### config.mk
export PLATFORM = sky130hd
export DESIGN_NAME = pinmux_top
export DESIGN_NICKNAME = d
export VERILOG_FILES = /design/src/rtl/pinmux_pkg.sv /design/src/rtl/pinmux_regbank.sv /design/src/rtl/pinmux_route.sv /design/src/rtl/pinmux_gather.sv /design/src/rtl/pinmux_top.sv
export SDC_FILE = /design/constraint.sdc
export NUM_CORES = 1
export LEC_CHECK = 0
export ABC_AREA = 1
export BUFFER_PORTS_ARGS = -buffer_cell sky130_fd_sc_hd__buf_2
export CORE_MARGIN = 8
export CORE_UTILIZATION = 40
export CTS_BUF_LIST = sky130_fd_sc_hd__clkbuf_8
export CTS_CLUSTER_SIZE = 12
export DETAILED_ROUTE_END_ITERATION = 10
export PLACE_DENSITY = 0.83
export SLEW_MARGIN = 30
export SYNTH_ARGS = -nofsm -noshare
export SYNTH_HDL_FRONTEND = slang
export SYNTH_SLANG_ARGS = --single-unit
### constraint.sdc
create_clock -name clk -period 1.45 [get_ports clk]
set_input_delay 0.145 -clock clk [delete_from_list [all_inputs] [get_ports clk]]
set_output_delay 0.145 -clock clk [all_outputs]
set_load 0.02 [all_outputs]
### src/rtl/pinmux_pkg.sv
package pinmux_pkg;
  // peripheral function reached by pad p with selection value s
  function automatic int route_target(int pad, int sel, int nfuncs);
    return (pad + sel) % nfuncs;
  endfunction
endpackage

### src/rtl/pinmux_regbank.sv
module pinmux_regbank #(
  parameter int NUM_PADS = 4,
  parameter int SEL_W    = 2,
  parameter int ADDR_W   = 8,
  parameter int DATA_W   = 32,
  parameter int IDX_LO   = 2,
  parameter int IDX_HI   = 5
) (
  input  logic                       clk,
  input  logic                       rst_n,
  input  logic                       req_valid,
  input  logic                       req_write,
  input  logic [ADDR_W-1:0]          req_addr,
  input  logic [DATA_W-1:0]          req_wdata,
  output logic                       resp_valid,
  output logic                       resp_err,
  output logic [DATA_W-1:0]          resp_rdata,
  output logic [NUM_PADS*SEL_W-1:0]  sel_flat
);
  localparam int IDX_W = IDX_HI - IDX_LO + 1;

  logic [SEL_W-1:0] sel_q [NUM_PADS];
  logic [IDX_W-1:0] idx;
  logic             hit;
  logic [SEL_W-1:0] rd_val;
  logic             unused_bits;

  assign idx         = req_addr[IDX_HI:IDX_LO];
  assign unused_bits = ^{req_addr, req_wdata};

  always_comb begin
    hit    = 1'b0;
    rd_val = '0;
    for (int p = 0; p < NUM_PADS; p++) begin
      if (idx == IDX_W'(p)) begin
        hit    = 1'b1;
        rd_val = sel_q[p];
      end
    end
  end

  genvar gp;
  generate
    for (gp = 0; gp < NUM_PADS; gp++) begin : g_reg
      always_ff @(posedge clk or negedge rst_n) begin
        if (!rst_n)
          sel_q[gp] <= '0;
        else if (req_valid && req_write && idx == IDX_W'(gp))
          sel_q[gp] <= req_wdata[SEL_W-1:0];
      end
      assign sel_flat[gp*SEL_W +: SEL_W] = sel_q[gp];
    end
  endgenerate

  always_ff @(posedge clk or negedge rst_n) begin
    if (!rst_n) begin
      resp_valid <= 1'b0;
      resp_err   <= 1'b0;
      resp_rdata <= '0;
    end else begin
      resp_valid <= req_valid;
      if (req_valid) begin
        resp_err   <= !hit;
        resp_rdata <= (hit && !req_write) ? {{(DATA_W-SEL_W){1'b0}}, rd_val} : '0;
      end
    end
  end
endmodule

### src/rtl/pinmux_route.sv
module pinmux_route #(
  parameter int NUM_PADS      = 4,
  parameter int NUM_FUNCS     = 6,
  parameter int FUNCS_PER_PAD = 3,
  parameter int SEL_W         = 2
) (
  input  logic [NUM_PADS*SEL_W-1:0] sel_flat,
  input  logic [NUM_FUNCS-1:0]      func_out,
  input  logic [NUM_FUNCS-1:0]      func_oe,
  output logic [NUM_PADS-1:0]       pad_out,
  output logic [NUM_PADS-1:0]       pad_oe
);
  import pinmux_pkg::*;

  genvar gp;
  generate
    for (gp = 0; gp < NUM_PADS; gp++) begin : g_pad
      logic [SEL_W-1:0] sel;
      assign sel = sel_flat[gp*SEL_W +: SEL_W];
      always_comb begin
        pad_out[gp] = 1'b0;
        pad_oe[gp]  = 1'b0;
        for (int s = 0; s < FUNCS_PER_PAD; s++) begin
          if (int'(sel) == s) begin
            pad_out[gp] = func_out[route_target(gp, s, NUM_FUNCS)];
            pad_oe[gp]  = func_oe[route_target(gp, s, NUM_FUNCS)];
          end
        end
      end
    end
  endgenerate
endmodule

### src/rtl/pinmux_gather.sv
module pinmux_gather #(
  parameter int NUM_PADS      = 4,
  parameter int NUM_FUNCS     = 6,
  parameter int FUNCS_PER_PAD = 3,
  parameter int SEL_W         = 2
) (
  input  logic [NUM_PADS*SEL_W-1:0] sel_flat,
  input  logic [NUM_PADS-1:0]       pad_in,
  output logic [NUM_FUNCS-1:0]      func_in
);
  import pinmux_pkg::*;

  genvar gf;
  generate
    for (gf = 0; gf < NUM_FUNCS; gf++) begin : g_func
      always_comb begin
        func_in[gf] = 1'b0;
        // descending scan so the lowest matching pad is applied last
        for (int p = NUM_PADS - 1; p >= 0; p--) begin
          if (int'(sel_flat[p*SEL_W +: SEL_W]) < FUNCS_PER_PAD &&
              route_target(p, int'(sel_flat[p*SEL_W +: SEL_W]), NUM_FUNCS) == gf)
            func_in[gf] = pad_in[p];
        end
      end
    end
  endgenerate
endmodule

### src/rtl/pinmux_top.sv
module pinmux_top #(
  parameter int NUM_PADS      = 4,
  parameter int NUM_FUNCS     = 6,
  parameter int FUNCS_PER_PAD = 3,
  parameter int SEL_W         = 2,
  parameter int ADDR_W        = 8,
  parameter int DATA_W        = 32,
  parameter int IDX_LO        = 2,
  parameter int IDX_HI        = 5
) (
  input  logic                 clk,
  input  logic                 rst_n,
  input  logic                 req_valid,
  input  logic                 req_write,
  input  logic [ADDR_W-1:0]    req_addr,
  input  logic [DATA_W-1:0]    req_wdata,
  output logic                 resp_valid,
  output logic                 resp_err,
  output logic [DATA_W-1:0]    resp_rdata,
  input  logic [NUM_PADS-1:0]  pad_in,
  output logic [NUM_PADS-1:0]  pad_out,
  output logic [NUM_PADS-1:0]  pad_oe,
  input  logic [NUM_FUNCS-1:0] func_out,
  input  logic [NUM_FUNCS-1:0] func_oe,
  output logic [NUM_FUNCS-1:0] func_in
);
  logic [NUM_PADS*SEL_W-1:0] sel_flat;

  pinmux_regbank #(
    .NUM_PADS(NUM_PADS), .SEL_W(SEL_W), .ADDR_W(ADDR_W),
    .DATA_W(DATA_W), .IDX_LO(IDX_LO), .IDX_HI(IDX_HI)
  ) u_regs (
    .clk(clk), .rst_n(rst_n),
    .req_valid(req_valid), .req_write(req_write),
    .req_addr(req_addr), .req_wdata(req_wdata),
    .resp_valid(resp_valid), .resp_err(resp_err), .resp_rdata(resp_rdata),
    .sel_flat(sel_flat)
  );

  pinmux_route #(
    .NUM_PADS(NUM_PADS), .NUM_FUNCS(NUM_FUNCS),
    .FUNCS_PER_PAD(FUNCS_PER_PAD), .SEL_W(SEL_W)
  ) u_route (
    .sel_flat(sel_flat), .func_out(func_out), .func_oe(func_oe),
    .pad_out(pad_out), .pad_oe(pad_oe)
  );

  pinmux_gather #(
    .NUM_PADS(NUM_PADS), .NUM_FUNCS(NUM_FUNCS),
    .FUNCS_PER_PAD(FUNCS_PER_PAD), .SEL_W(SEL_W)
  ) u_gather (
    .sel_flat(sel_flat), .pad_in(pad_in), .func_in(func_in)
  );
endmodule

Yosys cells after proc, flatten, opt, wreduce, memory -nomap -nowiden
Cells that the tools add are included.
{"block": "classes", "add_sub_neg": 3, "div_mod_pow": 4, "n_lt_le_gt_ge": 4, "n_eq_ne": 31, "mux": 57, "reduce_logical": 41}
{"operator": "32-bit by 3-bit equality test with 1-bit output (second input constant)", "n": 8}
{"operator": "32-bit by 4-bit equality test with 1-bit output (second input constant)", "n": 8}
{"operator": "32-bit by 2-bit equality test with 1-bit output (second input constant)", "n": 4}
{"operator": "32-bit zero test", "n": 4}
{"operator": "32-bit by 4-bit modulo with 32-bit output (second input constant)", "n": 3}
{"operator": "1-bit 2-to-1 mux", "n": 52}
{"operator": "3-bit by 4-bit modulo with 32-bit output (second input constant)", "n": 1}
{"operator": "1-bit logical AND", "n": 30}
{"operator": "2-bit equality test (second input constant)", "n": 8}
{"operator": "2-bit 2-to-1 mux", "n": 5}
{"operator": "4-bit by 2-bit equality test with 1-bit output (second input constant)", "n": 2}
{"operator": "2-bit zero test", "n": 4}
{"operator": "2-bit < comparator (second input constant)", "n": 4}
{"operator": "2-bit by 2-bit adder with 3-bit output (first input constant)", "n": 2}
{"operator": "4-bit by 1-bit equality test with 1-bit output (second input constant)", "n": 1}
{"operator": "4-bit zero test", "n": 1}
{"operator": "1-bit by 2-bit adder with 3-bit output (first input constant)", "n": 1}
{"operator": "1-bit zero test", "n": 2}
{"block": "totals", "ff_bits": 42, "input_bits": 60, "output_inout_bits": 48, "elab_cells": 147}

Longest topological paths before layout
Gate-level depths: netlist (run 1).
{"block": "logic_depth", "word_depth": 8, "depth_mapped": 8}

Hierarchy
A second synthesis (run 1) with hierarchy kept.
{"block": "hier_totals", "cells_unflattened": 195, "hier_area_um2": 1280.0}
{"module": "pinmux_regbank", "n_inst": 1, "cells_per_inst": 101, "area_each_um2": 795.8, "seq_area_each_um2": 300.3}
{"module": "pinmux_gather", "n_inst": 1, "cells_per_inst": 54, "area_each_um2": 294.0, "seq_area_each_um2": 0.0}
{"module": "pinmux_route", "n_inst": 1, "cells_per_inst": 40, "area_each_um2": 190.2, "seq_area_each_um2": 0.0}

Least setup slack after synthesis (run 1)
No wires, ideal clock.
{"block": "synth_path", "kind": "register to output", "start": "register u_regs.sel_q (netlist bit u_regs.sel_flat[6])", "end": "output port pad_out[3]", "arrival_ns": 1.441, "required_ns": 1.305, "path_slack_ns": -0.136, "stages_incl_launch_ff": 7, "path_buffers": 0, "path_cell_list": "dfrtp_1 > inv_1 > ha_1 > inv_1 > nor3_1 > a21oi_1 > o21ai_0"}
{"block": "synth_via", "elab_chain_len": 4, "word_cells_on_any_way": 6, "cone_classes": "eq/ne (2); mux (3); reduce/logical (1)"}
{"item": "start: declaration", "line_no": "pinmux_regbank.sv:22", "rtl": "logic [SEL_W-1:0] sel_q [NUM_PADS];"}
{"item": "start signal: indexed assignment", "line_no": "pinmux_regbank.sv:49", "rtl": "sel_q[gp] <= req_wdata[SEL_W-1:0];"}
{"item": "2-bit zero test", "line_no": "pinmux_route.sv:24", "rtl": "if (int'(sel) == s) begin"}
{"item": "1-bit 2-to-1 mux (2 in series)", "line_no": "pinmux_route.sv:24"}
{"item": "1-bit 2-to-1 mux *", "line_no": "pinmux_route.sv:24"}
{"item": "end: declaration", "line_no": "pinmux_top.sv:21", "rtl": "output logic [NUM_PADS-1:0] pad_out,"}
Mark *: on every way between the ends. The rest lies on a longest branch, timed or not.

Worst setup path in the final report (run 1)
{"block": "layout_path", "start": "register u_regs.sel_q (netlist bit u_regs.sel_flat[7])", "end": "output port func_in[2]"}
{"block": "layout_via", "elab_chain_len": 8, "word_cells_on_any_way": 9, "cone_classes": "add/sub (1); div (1); order compare (1); eq/ne (1); mux (4); reduce/logical (1)"}
{"item": "2-bit by 2-bit adder with 3-bit output", "line_no": "pinmux_pkg.sv:4", "rtl": "return (pad + sel) % nfuncs;"}
{"item": "32-bit by 4-bit modulo with 32-bit output", "line_no": "pinmux_pkg.sv:4"}
{"item": "32-bit by 3-bit equality test with 1-bit output", "line_no": "pinmux_gather.sv:21", "rtl": "route_target(p, int'(sel_flat[p*SEL_W +: SEL_W]), NUM_FUNCS) == gf)"}
{"item": "1-bit logical AND *", "line_no": "pinmux_gather.sv:20", "rtl": "if (int'(sel_flat[p*SEL_W +: SEL_W]) < FUNCS_PER_PAD &&"}
{"item": "1-bit 2-to-1 mux * (4 in series)", "line_no": "pinmux_gather.sv:20"}
{"item": "end: declaration", "line_no": "pinmux_top.sv:25", "rtl": "output logic [NUM_FUNCS-1:0] func_in"}
Marked as above.

==> impl_results.md, run 1 <==
- Vias in the first global route: 1289
- Area contributors post-synth: dfrtp_1 (24%), buf_4 (18%), nand2_1 (13%)
- Slack of the critical path: -0.2755 ns
- Crit-path slowest cell: dfrtp_1
- First-pass GRT wire length: between 5 and 6 mm
- Die W: 72.43 um
- FF+latch count, synth: 12
- Mapped Avg Cell Area: 6.739 um2
- Failing checks: negative setup slack
- Initial Utilization: 41.72%
- Core Box Area: 0.003053 mm2
- Area of the multi-input gates: 933.4 um2
- Hold WC Path Type: in2reg
- Sink Count: 12
- Largest delay share family, worst path: flip-flops
- Post-synth EDFFs: 0
- Max-cap viol count: 0
- Root Buffer: clkbuf_8
- Die area: 0.005246 mm2
- Number of buffers created by CTS: 3
- Top cell type's share of synthesized area: 23.58%
- Avg WL per Cell: around 14 um
- Htree depth: 1
- Fill cell count: 294
- Port bufs: 43
- CP max FO: 3
- Via count: 1351
- Core Rows: 20
- Critical path cell sequence: inv_2, ha_4, nor2_4, nand3b_1, nand2_1, nand2_1, o21ai_2, buf_6
- Ports: 108
- ANT cells: 0
- Power Density: ~1100 mW/mm2
- CP endpoint kind: output pin
- NumNets Final: 319
- Max stage delay on crit path: just over 0.4 ns
- Gr ovfl total: 0
- Clk slew on worst S/H paths: roughly 0.06 ns
- Buf/Inv on CP: 2
- Final Wtd Congestion: 0.8139
- Mapped Area: 0.001274 mm2
- DRT Wirelength: slightly above 4 mm
- Antenna Nets Post-Route: 0
- Register area share after synthesis: 23.58%
- Post-synth top area cell: dfrtp_1
- FF+latch area: 302.8 um2
- WP data required: 1.31 ns
- Final Setup Violations: 11
- Antenna violations before repair: 0
- CTS tree: done
- LEAKAGE: 0.9787 nW
- Post-detail-place hpwl: 2.765 mm
- Mapped Cells: 189
- Final critical-path required period: 1.726 ns
- Hold WS: between 0.06 and 0.07 ns
- CP Launch Type: register
- Final period util: 119.0%
- Worst clock skew: around 0.003 ns
- Most common cell on crit path: nand2_1
- Slew Limit Fails: 0
- CP Class: reg2out
- Status: complete, but fails checks
- Top FF cell, synth: dfrtp_1
- DRC Markers: 0
- Largest net degree at the start of global routing: 13
- DRC violation total after the first TritonRoute iteration: 74
- RSZ-0062 raised after global routing: yes
- Peak Freq: 579.5 MHz
- Layout cells sized above 1: 38.46%
- Clock buffer depth: 2
- Total Power: 0.002040 W
- Peak supply drop: 524.2 uV
- Area grow syn2layout: 44.01%
- Vias per cell: 4.643
- Clk Latency, worst-skew pair: 0.25 ns
- Distinct cells, synth: 21
- Final hold vios: 0
- Drt first pass iters: 4
- Critical Path AT: 1.58 ns
- Syn. warnings: 0
- Post-Place Setup Slack: -0.006583 ns
- Die height: 72.43 um
- Total track usage: 13.21%
- Async S/R FF share, synth: 100.0%
==> per-layer routing <==
layer	track usage (%)	wire length [um]
met5	0	0
met2	24.87	2077
met4	4.889	63
met1	12.90	1437
met3	4.545	449
==> path summary, 6_finish.rpt <==
path	end	start	cells after the start	slack, ns
worst max-delay path	func_in[2]	u_regs.sel_flat[7]	8	-0.28
worst min-delay path	u_regs.resp_valid	req_valid	1	0.06
worst max register to register	u_regs.resp_rdata[0]	u_regs.sel_flat[6]	7	0.15
worst min register to register	u_regs.resp_err	u_regs.resp_err	1	0.48
max in group asynchronous	u_regs.sel_flat[5]	rst_n	2	0.90
min in group asynchronous	u_regs.resp_valid	rst_n	2	0.30
==> layout make-up <==
| class | count | area share (%) |
|---|---|---|
| Sequential cell | 12 | 16.51 |
| Clock buffer | 4 | 3.001 |
| Multi-Input combinational cell | 147 | 50.89 |
| Inverter | 28 | 6.003 |
| Tap cell | 44 | 3.001 |
| Timing Repair Buffer | 56 | 20.60 |
==> placed cells by master, fill, tap and decap left out, types with 5 or more instances in the layout <==
cell | netlist | routed
o21ai_1 | 7 | 11
inv_1 | 28 | 22
nand2_1 | 45 | 41
conb_1 | 1 | 30
nand3_1 | 15 | 13
buf_4 | 30 | 12
dfrtp_1 | 12 | 10
buf_2 | 0 | 33
buf_6 | 1 | 10
nor2_1 | 9 | 6
ha_4 | 0 | 8
o21ai_0 | 10 | 5
==> cells by family after synthesis <==
logic type	Yosys count	share of synthesized area, %
AOI/OAI and AO/OA	32	14.05
adders and majority gates	11	10.81
buffers and inverters	59	26.82
DFF	12	23.58
other	1	0.2944
and+or+nand+nor	74	24.46
==> worst reg2reg max path: cells and delay by family (launching register included) <==
family | cells | cell delay, ns
compound gates | 1 | 0.17
buf+inv | 3 | 0.40
flops | 1 | 0.40
simple gates | 3 | 0.22
==> synth_stat cells (2+ instances only) <==
library cell / instances
a21oi_1: 7
o21ai_0: 10
o211ai_1: 3
inv_1: 28
buf_4: 30
ha_1: 11
nor3_1: 2
nand3_1: 15
a22oi_1: 2
nor2_1: 9
dfrtp_1: 12
nand2_1: 45
o21ai_1: 7
==> per-stage QoR <==
step / setup TNS (ns) / area [um2] / std cells / util [%]
after floorplan: 0 / 1393 / 218 / -
after global placement: -0.007309 / 1479 / 281 / 48.44
after detailed placement: -0.006583 / 1479 / 281 / 48.44
after CTS: -0.9395 / 1674 / 287 / 54.84
after global routing: -2.232 / 1834 / 291 / 60.08
final: -1.407 / 1834 / 291 / 60.08
==> power by group <==
part | internal [W] | total, W | switching (W)
Sequential | 0.000383 | 0.000446 | 0.0000629
Combinational | 0.000513 | 0.00122 | 0.000710
Clock | 0.000240 | 0.000372 | 0.000132
==> flip-flops by register name, summed over array words and instances, names as in the netlist <==
signal / cells
u_regs.resp_err: 1
u_regs.sel_flat: 8
u_regs.resp_rdata: 2
u_regs.resp_valid: 1
==> repair_timing <==
action,in CTS,in global routing
gates cloned,0,0
pin swaps,4,18
buffers inserted,1,4
hold buffers,1,0
resized for setup,34,32
hold endpoints to repair,12,0
setup endpoints to repair,9,12
(Power assumes the default switching activity.)
==> run 2: changes to the inputs <==
--- a/config.mk
+++ b/config.mk
@@ -7,12 +7,14 @@
 export LEC_CHECK = 0
 export ABC_AREA = 1
 export BUFFER_PORTS_ARGS = -buffer_cell sky130_fd_sc_hd__buf_2
+export CELL_PAD_IN_SITES_DETAIL_PLACEMENT = 1
+export CELL_PAD_IN_SITES_GLOBAL_PLACEMENT = 1
 export CORE_MARGIN = 8
-export CORE_UTILIZATION = 40
+export CORE_UTILIZATION = 25
 export CTS_BUF_LIST = sky130_fd_sc_hd__clkbuf_8
 export CTS_CLUSTER_SIZE = 12
 export DETAILED_ROUTE_END_ITERATION = 10
-export PLACE_DENSITY = 0.83
+export PLACE_DENSITY_LB_ADDON = 0.1
 export SLEW_MARGIN = 30
 export SYNTH_ARGS = -nofsm -noshare
 export SYNTH_HDL_FRONTEND = slang
==> impl_results.md, run 2 (same netlist as run 1, synthesis figures left out) <==
- Status: complete, but fails checks
- Failing checks: negative setup slack
- Critical Path AT: 1.48 ns
- Area grow syn2layout: 48.04%
- Root Buffer: clkbuf_8
- Peak Freq: 616.9 MHz
- Placed Area: 0.001526 mm2
- CP Launch Type: register
- Htree depth: 1
- CP endpoint kind: output pin
- Max stage delay on crit path: about 0.40 ns
- Antenna Nets Post-Route: 0
- Total track usage: 10.96%
- Final Setup Violations: 9
- Max FFs per register: 8
- Reg2Reg Depth: 9
- Final instance area: 0.001886 mm2
- Reg-to-reg endpoint: u_regs.resp_rdata[1]
- WP data required: 1.31 ns
- Total placed cells including tap cells: 309
- Critical path cell sequence: buf_6, ha_4, nor2_4, nand3b_1, nand2_1, nand2_1, o21ai_2, buf_6
- Sink Count: 12
- Antenna violations before repair: 0
- Most common cell after layout, fill and taps aside: nand2_1
- Reg-to-reg critical path startpoint: u_regs.sel_flat[7]
- Clock buffer depth: 2
- Core Box Area: 0.005010 mm2
- Final Wtd Congestion: 0.7324
- Number of buffers created by CTS: 3
- CP Class: reg2out
- LEAKAGE: 0.9925 nW
- Crit-path slowest cell: dfrtp_1
- Power Density: approximately 1100 mW/mm2
- Avg WL per Cell: around 13 um
- Clk slew on worst S/H paths: approximately 0.050 ns
- Final non-filler cell total: 320
- Core Rows: 26
- Clk Latency, worst-skew pair: 0.24 ns
- Hold EP: u_regs.resp_valid
- Reg2Reg Setup Slack: approximately 0.25 ns
- Final period util: 111.8%
- Layout cells sized above 1: between 40% and 50%
- Largest net degree at the start of global routing: 13
- Start point of the critical path: u_regs.sel_flat[6]
- DRC Markers: 0
- Die W: 87.38 um
- Port bufs: 43
- Slack of the critical path: -0.1710 ns
- Slew Limit Fails: 0
- DRT Wirelength: between 4 and 5 mm
- Max-cap viol count: 0
- RSZ-0062 raised after global routing: yes
- NumNets Final: about 320
- Drt first pass iters: 4
- Die area: between 0.007 and 0.008 mm2
- Fill cell count: 666
- Via count: 1296
- Total Power: between 0.0015 and 0.002 W
- Final critical-path required period: roughly 1.6 ns
- Hold WC Path Type: in2reg
- CP max FO: 3
- Worst clock skew: 0.003738 ns
- CTS tree: done
- Ports: 108
- Vias in the first global route: 1432
- Peak supply drop: 345.5 uV
- Vias per cell: 4.050
- Die height: 87.38 um
- Min-delay src: req_valid
- Gr ovfl total: 0
- Layout Utilization: 37.64%
- Most frequent cells in the layout: nand2_1 (43), buf_2 (34), conb_1 (30)
- Final hold vios: 0
- First-pass GRT wire length: roughly 6.7 mm
- ANT cells: 0
- Hold depth: 1
- Final setup TNS: -0.9780 ns
- DRC violation total after the first TritonRoute iteration: 27
- Post-detail-place hpwl: around 3.5 mm
- Initial Utilization: 25.42%
-- run 2: metal layers --
metal  global-route usage, %  wire [um]  vias to the layer above
li1                        -          -                      666
met1                   12.28       1795                      571
met2                   19.28       1993                       52
met3                   2.736        323                        7
met4                   4.219         61                        0
met5                       0          0                        -
-- run 2: final cells by class --
type / instances / area (um2) / share of cell area [%]
inverter: 28 / 105.1 / 5.574
multi-input combinational: 147 / 928.4 / 49.24
sequential: 12 / 302.8 / 16.06
clock buffer: 3 / 41.29 / 2.190
timing repair buffer: 60 / 420.4 / 22.30
tap: 70 / 87.58 / 4.645
-- run 2: critical path: cells and delay by family (launching register included) --
family	cells	cell delay, ns
compound gates	1	0.06
simple gates	4	0.33
fa+ha+maj	1	0.16
flops	1	0.40
buf+inv	2	0.28
-- run 2: worst max path at each step --
stage                             to
after CTS                 func_in[2]
after floorplan           pad_out[3]
after global placement    func_in[2]
after global routing      func_in[2]
after detailed placement  func_in[2]
final                     func_in[2]
-- run 2: per-stage QoR --
stage | hold WS, ns | setup slack (ns)
after floorplan | -0.1506 | 0.01374
after global placement | 0.05010 | -0.04890
after detailed placement | 0.04649 | -0.03237
after CTS | 0.07949 | -0.1811
after global routing | 0.08096 | -0.2897
final | 0.07730 | -0.1710
-- run 2: report_power, final --
group | internal, W | switching, W | total [W]
Sequential | 0.000383 | 0.0000614 | 0.000445
Combinational | 0.000538 | 0.000696 | 0.00123
Clock | 0.000183 | 0.000121 | 0.000304
-- run 2: repair_timing --
action | 4_1_cts | 5_1_grt
resized for setup | 55 | 15
hold buffers | 1 | 0
hold endpoints to repair | 12 | 0
buffers inserted | 4 | 3
cloned | 0 | 0
endpoints found under the setup margin | 13 | 14
pin swaps | 14 | 12
